## src/rtl/spi_seq_pkg.sv

```systemverilog
package spi_seq_pkg;
  localparam int CNT_W    = 8;
  localparam int HDR_BITS = 2 * CNT_W;
  localparam int HCNT_W   = $clog2(HDR_BITS + 1);

  typedef enum logic [2:0] {
    ST_HDR,
    ST_TX_LO,
    ST_TX_HI,
    ST_GAP_LO,
    ST_GAP_HI,
    ST_RX_LO,
    ST_RX_HI
  } seq_state_t;
endpackage

```

## src/rtl/spi_seq_div.sv

```systemverilog
module spi_seq_div #(
  parameter int DIV = 2
) (
  input  logic clk,
  input  logic rst_n,
  input  logic restart,
  output logic tick
);
  localparam int CW = (DIV > 1) ? $clog2(DIV) : 1;
  localparam logic [CW-1:0] LAST = CW'(DIV - 1);

  logic [CW-1:0] cnt_q, cnt_d;

  always_comb begin
    tick  = (cnt_q == LAST);
    cnt_d = (restart || tick) ? '0 : cnt_q + 1'b1;
  end

  always_ff @(posedge clk or negedge rst_n) begin
    if (!rst_n) cnt_q <= '0;
    else        cnt_q <= cnt_d;
  end

  assert_tick_spacing_R10: assert property (@(posedge clk) disable iff (!rst_n)
    tick |=> !tick);
endmodule

```

## src/rtl/spi_seq_txbits.sv

```systemverilog
module spi_seq_txbits #(
  parameter int W = 8
) (
  input  logic         clk,
  input  logic         rst_n,
  input  logic [W-1:0] wd,
  input  logic         wvalid,
  output logic         wready,
  output logic         bit_o,
  output logic         bit_valid,
  input  logic         pop
);
  localparam int BCW = $clog2(W + 1);
  localparam logic [BCW-1:0] FULL = BCW'(W);

  logic [W-1:0]   buf_q, buf_d;
  logic [BCW-1:0] left_q, left_d;

  always_comb begin
    wready    = (left_q == '0);
    bit_valid = !wready;
    bit_o     = buf_q[W-1];
    buf_d     = buf_q;
    left_d    = left_q;
    if (wvalid && wready) begin
      buf_d  = wd;
      left_d = FULL;
    end else if (pop && bit_valid) begin
      buf_d  = {buf_q[W-2:0], 1'b0};
      left_d = left_q - 1'b1;
    end
  end

  always_ff @(posedge clk or negedge rst_n) begin
    if (!rst_n) begin
      buf_q  <= '0;
      left_q <= '0;
    end else begin
      buf_q  <= buf_d;
      left_q <= left_d;
    end
  end

  assert_pop_has_bit_R1: assert property (@(posedge clk) disable iff (!rst_n)
    pop |-> bit_valid);
endmodule

```

## src/rtl/spi_seq_rxbits.sv

```systemverilog
module spi_seq_rxbits #(
  parameter int W = 8
) (
  input  logic         clk,
  input  logic         rst_n,
  input  logic         push,
  input  logic         bit_i,
  output logic         can_push,
  output logic [W-1:0] wd,
  output logic         wvalid,
  input  logic         wready
);
  localparam int BCW = $clog2(W + 1);
  localparam logic [BCW-1:0] FULL = BCW'(W);

  logic [W-1:0]   sh_q, sh_d;
  logic [BCW-1:0] cnt_q, cnt_d;

  always_comb begin
    wvalid   = (cnt_q == FULL);
    can_push = !wvalid;
    wd       = sh_q;
    sh_d     = sh_q;
    cnt_d    = cnt_q;
    if (wvalid && wready) begin
      cnt_d = '0;
    end else if (push && can_push) begin
      sh_d  = {sh_q[W-2:0], bit_i};
      cnt_d = cnt_q + 1'b1;
    end
  end

  always_ff @(posedge clk or negedge rst_n) begin
    if (!rst_n) begin
      sh_q  <= '0;
      cnt_q <= '0;
    end else begin
      sh_q  <= sh_d;
      cnt_q <= cnt_d;
    end
  end

  assert_word_hold_R9: assert property (@(posedge clk) disable iff (!rst_n)
    (wvalid && !wready) |=> (wvalid && $stable(wd)));
  assert_push_room_R9: assert property (@(posedge clk) disable iff (!rst_n)
    push |-> !wvalid);
endmodule

```

## src/rtl/spi_seq.sv

```systemverilog
module spi_seq
  import spi_seq_pkg::*;
#(
  parameter int WORD_W = 8,
  parameter int DIV    = 2,
  parameter int FAST   = 0
) (
  input  logic              clk,
  input  logic              rst_n,
  input  logic [WORD_W-1:0] tx_data,
  input  logic              tx_valid,
  output logic              tx_ready,
  output logic [WORD_W-1:0] rx_data,
  output logic              rx_valid,
  input  logic              rx_ready,
  output logic              sck,
  output logic              cs_n,
  output logic              mosi,
  input  logic              miso,
  output logic              cmd_err
);
  localparam logic [HCNT_W-1:0] HDR_DONE = HCNT_W'(HDR_BITS);
  localparam logic [CNT_W-1:0]  ONE      = CNT_W'(1);

  seq_state_t          state_q, state_d;
  logic [HDR_BITS-1:0] hdr_q, hdr_d;
  logic [HCNT_W-1:0]   hcnt_q, hcnt_d;
  logic [CNT_W-1:0]    txc_q, txc_d, rxc_q, rxc_d;
  logic                mosi_q, mosi_d;
  logic                err_q, err_d;
  logic                sck_q, cs_n_q;
  logic                tick, restart, pop, push;
  logic                bit_in, bit_valid, can_push;

  spi_seq_div #(.DIV(DIV)) u_div (
    .clk(clk), .rst_n(rst_n), .restart(restart), .tick(tick)
  );

  spi_seq_txbits #(.W(WORD_W)) u_txb (
    .clk(clk), .rst_n(rst_n), .wd(tx_data), .wvalid(tx_valid), .wready(tx_ready),
    .bit_o(bit_in), .bit_valid(bit_valid), .pop(pop)
  );

  spi_seq_rxbits #(.W(WORD_W)) u_rxb (
    .clk(clk), .rst_n(rst_n), .push(push), .bit_i(miso), .can_push(can_push),
    .wd(rx_data), .wvalid(rx_valid), .wready(rx_ready)
  );

  always_comb begin
    state_d = state_q;
    hdr_d   = hdr_q;
    hcnt_d  = hcnt_q;
    txc_d   = txc_q;
    rxc_d   = rxc_q;
    mosi_d  = mosi_q;
    err_d   = 1'b0;
    pop     = 1'b0;
    push    = 1'b0;
    restart = 1'b0;
    case (state_q)
      ST_HDR: begin
        if (hcnt_q != HDR_DONE) begin
          if (bit_valid) begin
            pop    = 1'b1;
            hdr_d  = {hdr_q[HDR_BITS-2:0], bit_in};
            hcnt_d = hcnt_q + 1'b1;
          end
        end else if (hdr_q[HDR_BITS-1:CNT_W] == '0) begin
          err_d  = 1'b1;
          hcnt_d = '0;
        end else if (bit_valid) begin
          pop     = 1'b1;
          mosi_d  = bit_in;
          txc_d   = hdr_q[HDR_BITS-1:CNT_W];
          rxc_d   = hdr_q[CNT_W-1:0];
          hcnt_d  = '0;
          restart = 1'b1;
          state_d = ST_TX_LO;
        end
      end
      ST_TX_LO: if (tick) state_d = ST_TX_HI;
      ST_TX_HI: begin
        if (tick) begin
          if (txc_q != ONE) begin
            if (bit_valid) begin
              pop     = 1'b1;
              mosi_d  = bit_in;
              txc_d   = txc_q - ONE;
              state_d = ST_TX_LO;
            end
          end else begin
            txc_d = '0;
            if (rxc_q == '0)    state_d = ST_HDR;
            else if (FAST != 0) state_d = ST_GAP_LO;
            else                state_d = ST_RX_LO;
          end
        end
      end
      ST_GAP_LO: if (tick) state_d = ST_GAP_HI;
      ST_GAP_HI: if (tick) state_d = ST_RX_LO;
      ST_RX_LO: begin
        if (tick) begin
          if (FAST != 0) begin
            state_d = ST_RX_HI;
          end else if (can_push) begin
            push    = 1'b1;
            rxc_d   = rxc_q - ONE;
            state_d = ST_RX_HI;
          end
        end
      end
      ST_RX_HI: begin
        if (tick) begin
          if (FAST != 0) begin
            if (can_push) begin
              push    = 1'b1;
              rxc_d   = rxc_q - ONE;
              state_d = (rxc_q == ONE) ? ST_HDR : ST_RX_LO;
            end
          end else begin
            state_d = (rxc_q == '0) ? ST_HDR : ST_RX_LO;
          end
        end
      end
      default: state_d = ST_HDR;
    endcase
  end

  always_ff @(posedge clk or negedge rst_n) begin
    if (!rst_n) begin
      state_q <= ST_HDR;
      hdr_q   <= '0;
      hcnt_q  <= '0;
      txc_q   <= '0;
      rxc_q   <= '0;
      mosi_q  <= 1'b0;
      err_q   <= 1'b0;
      sck_q   <= 1'b0;
      cs_n_q  <= 1'b1;
    end else begin
      state_q <= state_d;
      hdr_q   <= hdr_d;
      hcnt_q  <= hcnt_d;
      txc_q   <= txc_d;
      rxc_q   <= rxc_d;
      mosi_q  <= mosi_d;
      err_q   <= err_d;
      sck_q   <= (state_d == ST_TX_HI) || (state_d == ST_GAP_HI) || (state_d == ST_RX_HI);
      cs_n_q  <= (state_d == ST_HDR);
    end
  end

  assign sck     = sck_q;
  assign cs_n    = cs_n_q;
  assign mosi    = mosi_q;
  assign cmd_err = err_q;

  assert_idle_low_R10: assert property (@(posedge clk) disable iff (!rst_n)
    cs_n |-> !sck);
  assert_mosi_hold_R3: assert property (@(posedge clk) disable iff (!rst_n)
    (sck && $past(sck)) |-> $stable(mosi));
  assert_err_quiet_R8: assert property (@(posedge clk) disable iff (!rst_n)
    cmd_err |-> (cs_n && !sck));
  assert_err_pulse_R8: assert property (@(posedge clk) disable iff (!rst_n)
    cmd_err |=> !cmd_err);
endmodule

```

## config.mk

```make
export PLATFORM = sky130hd
export DESIGN_NAME = spi_seq
export DESIGN_NICKNAME = d
export VERILOG_FILES = /design/src/rtl/spi_seq_pkg.sv /design/src/rtl/spi_seq_div.sv /design/src/rtl/spi_seq_txbits.sv /design/src/rtl/spi_seq_rxbits.sv /design/src/rtl/spi_seq.sv
export SDC_FILE = /design/constraint.sdc
export NUM_CORES = 1
export LEC_CHECK = 0
export CELL_PAD_IN_SITES_DETAIL_PLACEMENT = 1
export CELL_PAD_IN_SITES_GLOBAL_PLACEMENT = 1
export CORE_MARGIN = 8
export CORE_UTILIZATION = 50
export CTS_CLUSTER_DIAMETER = 30
export DETAILED_ROUTE_END_ITERATION = 7
export PLACE_DENSITY_LB_ADDON = 0.1
export SYNTH_ARGS = -nofsm -noshare
export SYNTH_HDL_FRONTEND = slang
export SYNTH_SLANG_ARGS = --single-unit
```

## constraint.sdc

```tcl
create_clock -name clk -period 3.6 [get_ports clk]
set_input_delay 0.72 -clock clk [delete_from_list [all_inputs] [get_ports clk]]
set_output_delay 0.72 -clock clk [all_outputs]
set_load 0.02 [all_outputs]
```

==> reports/qor.txt <==
Die Wd = 100 um
drt pass-1 iters = 4
crit end category = output port
fin crit period = 2.81 ns
Synth cell types = 62
Residual DRC = 0
I/O pin total = 27
Post-DRT Antenna Nets = 0
Final Slew Violations = 0
Clock Tree Root = clkbuf_8
Ant. Diodes = 0
average wire per standard cell = 16.8 um
synthesis-to-finish area growth = 13.5%
Crit path arrival time = 2.09 ns
Worst Setup EP = tx_ready
initial DRC count = 87
initial antenna violation count = 0
Clock Path Buffers = 2
reg2reg end = rxc_q[0]
top achievable clock speed = 0.356 GHz
clk_lat worst skew = 0.35 ns
largest net degree at the start of global routing = 70
Initial Util = 0.519
GPL Wtd Cong = 0.770
worst setup slack after layout = 0.787 ns
WS Path Type = register to output port
pre-CTS setup slack = 1.14 ns
#FFs+latches synth = 69
Post-CTS Setup Inserts = 0
All-Layer GR Usage = 0.164
Post-synth EDFFs = 0
Reg2Reg Setup Slack = 1.24 ns
Die Span Y = 100 um
top cells by count, synth = 68 x dfrtp_1, 28 x a21oi_1, 28 x nor2_1
remaining global-route overflow = 0
async set-reset flop share out of synthesis = 1.00
DIE AREA = 10,000 um2
max incr delay on CP = 0.69 ns
WL met2 = 3.49 mm
final wirelength = 7.66 mm
CTS tree = yes
r2r startpoint = state_q[2]
Netlist Area Pre-Place = 3550 um2
Final nets = 377
post-CTS resize count = 0
CP startpoint = u_txb.left_q[0]
final hold slack = 0.498 ns
Crit-path slowest cell = clkdlybuf4s50_1
Yosys top cell area share = 0.480
synthesized netlist cell count = 329
Worst Hold Class = register to register
CORE AREA = 6830 um2
top cells by area, synth = dfrtp_1 48%, mux2_2 6.0%, a21oi_1 3.9%
Via density = 5.60
Static Leakage = 1.75 nW
clock skew = 0.00731 ns
Max Used Layer = met4
relative slew slack = 0.421
Worst VDD drop = 0.000430 V
Synth area leader = dfrtp_1
Mean Syn Cell Area = 10.8 um2
Power Density = 905 nW/um2
row count = 30
Tcrit/Tclk final = 0.781
hold_buf cts = 0
worst-path cell chain = inv_1 > ha_1 > nor3b_4 > clkdlybuf4s50_1
Met1 Wirelength = 3.80 mm
met3 routed WL = 292 um
# setup viols final = 0
CTS Buf Count = 9
Synth Warn # = 0
most common cell in the netlist = dfrtp_1
# H-tree levels = 3
unrepaired setup endpoints after global routing = false
Vias = 2,547
Worst-path clk slew = 0.08 ns
first-pass GRT wire length = 13.2 mm
crit path launch type = register
status = completed
number of port buffers = 26
Post-Syn Nets = 352
Max Cap Violations = 0
Worst-Margin Slew = 0.860 ns
R2R cell count = 5
worst endpoint required time = 2.88 ns
Critical Path Fanout Max = 8
prevailing post-synth register cell = dfrtp_1
dpl hpwl = 5.34 mm
register area share after synthesis = 0.487
Filler Cell Count = 750
final hold vios = 0
share of cells above drive strength 1 = 0.187
Setup Total Neg Slack = 0 ns
number of global-route vias before repair = 2,661
Clock Sink Count = 69
[critical path, delay by kind of cell (launching register included)]
| kind | cells | cell delay, ns |
|---|---|---|
| AND/OR/NAND/NOR | 1 | 0.40 |
| flip-flops | 1 | 0.42 |
| buffers and inverters | 2 | 0.78 |
| adder cells (fa/ha/maj) | 1 | 0.15 |
[cell type report]
| cell class | instances | area (um2) | area share |
|---|---|---|---|
| inverters | 12 | 45.0 | 0.0112 |
| clock inverters | 6 | 38.8 | 0.00963 |
| well taps | 96 | 120 | 0.0298 |
| multi-input cells | 234 | 1690 | 0.419 |
| clock buffers | 10 | 138 | 0.0342 |
| flip-flops and latches | 69 | 1730 | 0.429 |
| repair buffers | 28 | 270 | 0.0671 |
[layout by cell type (no fill, tap or decap), types with 3 or more instances in the layout]
| cell type | count |
|---|---|
| a31oi_1 | 9 |
| mux2_2 | 19 |
| ha_1 | 10 |
| clkbuf_8 | 10 |
| a21oi_1 | 28 |
| nor2_1 | 28 |
| nand2_1 | 26 |
| nor4_1 | 5 |
| dfrtp_1 | 68 |
| mux2_4 | 8 |
| a21o_1 | 3 |
| nand4_1 | 3 |
| o21ai_1 | 11 |
| clkdlybuf4s50_1 | 25 |
| nand3_1 | 4 |
| inv_1 | 12 |
| nor3_1 | 5 |
| xnor2_1 | 4 |
| clkinv_2 | 3 |
| o21ai_0 | 19 |
| a32oi_1 | 3 |
[worst min-delay path by stage]
stage	cells after the start	slack, ns	endpoint	start
after global routing	1	0.52	u_rxb.cnt_q[2]	u_rxb.cnt_q[2]
after global placement	1	0.49	u_rxb.wd[7]	u_rxb.wd[7]
final	1	0.50	u_rxb.cnt_q[2]	u_rxb.cnt_q[2]
after detailed placement	1	0.49	u_rxb.cnt_q[2]	u_rxb.cnt_q[2]
after floorplan	0	0.42	cmd_err	rst_n
after CTS	1	0.50	u_rxb.cnt_q[2]	u_rxb.cnt_q[2]
[sequential cells by signal (all words and copies together) (netlist names), 3 cells and up]
signal        cells
u_txb.left_q      4
hcnt_q            5
state_q           3
txc_q             8
hdr_q            16
u_rxb.cnt_q       4
u_rxb.wd          8
u_txb.buf_q       8
rxc_q             8
[where the power goes]
part / switching (W) / internal, W / leakage [nW]
Clock: 0.000304 / 0.000266 / 0.0880
Combinational: 0.000920 / 0.000747 / 0.773
Sequential: 0.000328 / 0.00108 / 0.886
[kinds of logic (layout without fill, tap and decap cells)]
kind of cell,count (synthesis),in the layout,share of synthesized area
and+or+nand+nor,96,96,0.157
muxes,28,28,0.0970
adders and majority gates,10,10,0.0353
DFF,69,69,0.487
AOI/OAI and AO/OA,95,95,0.174
buffers and inverters,26,56,0.0377
xor gates and xnor gates,5,5,0.0123
[through the flow]
step,instance area [um2],power (W),utilization,std cells
after global routing,4030,0.00393,0.589,455
after detailed placement,3850,0.00309,0.564,439
after floorplan,3550,0.00271,-,329
after global placement,3850,0.00302,0.564,439
after CTS,4030,0.00368,0.589,455
final,4030,0.00364,0.589,455
[metal layers]
layer	up-vias	GRT usage
met5	-	0
met4	0	0.0430
met3	9	0.0526
met2	33	0.253
met1	1264	0.216
li1	1241	-
Power figures use the tool's default switching activity.
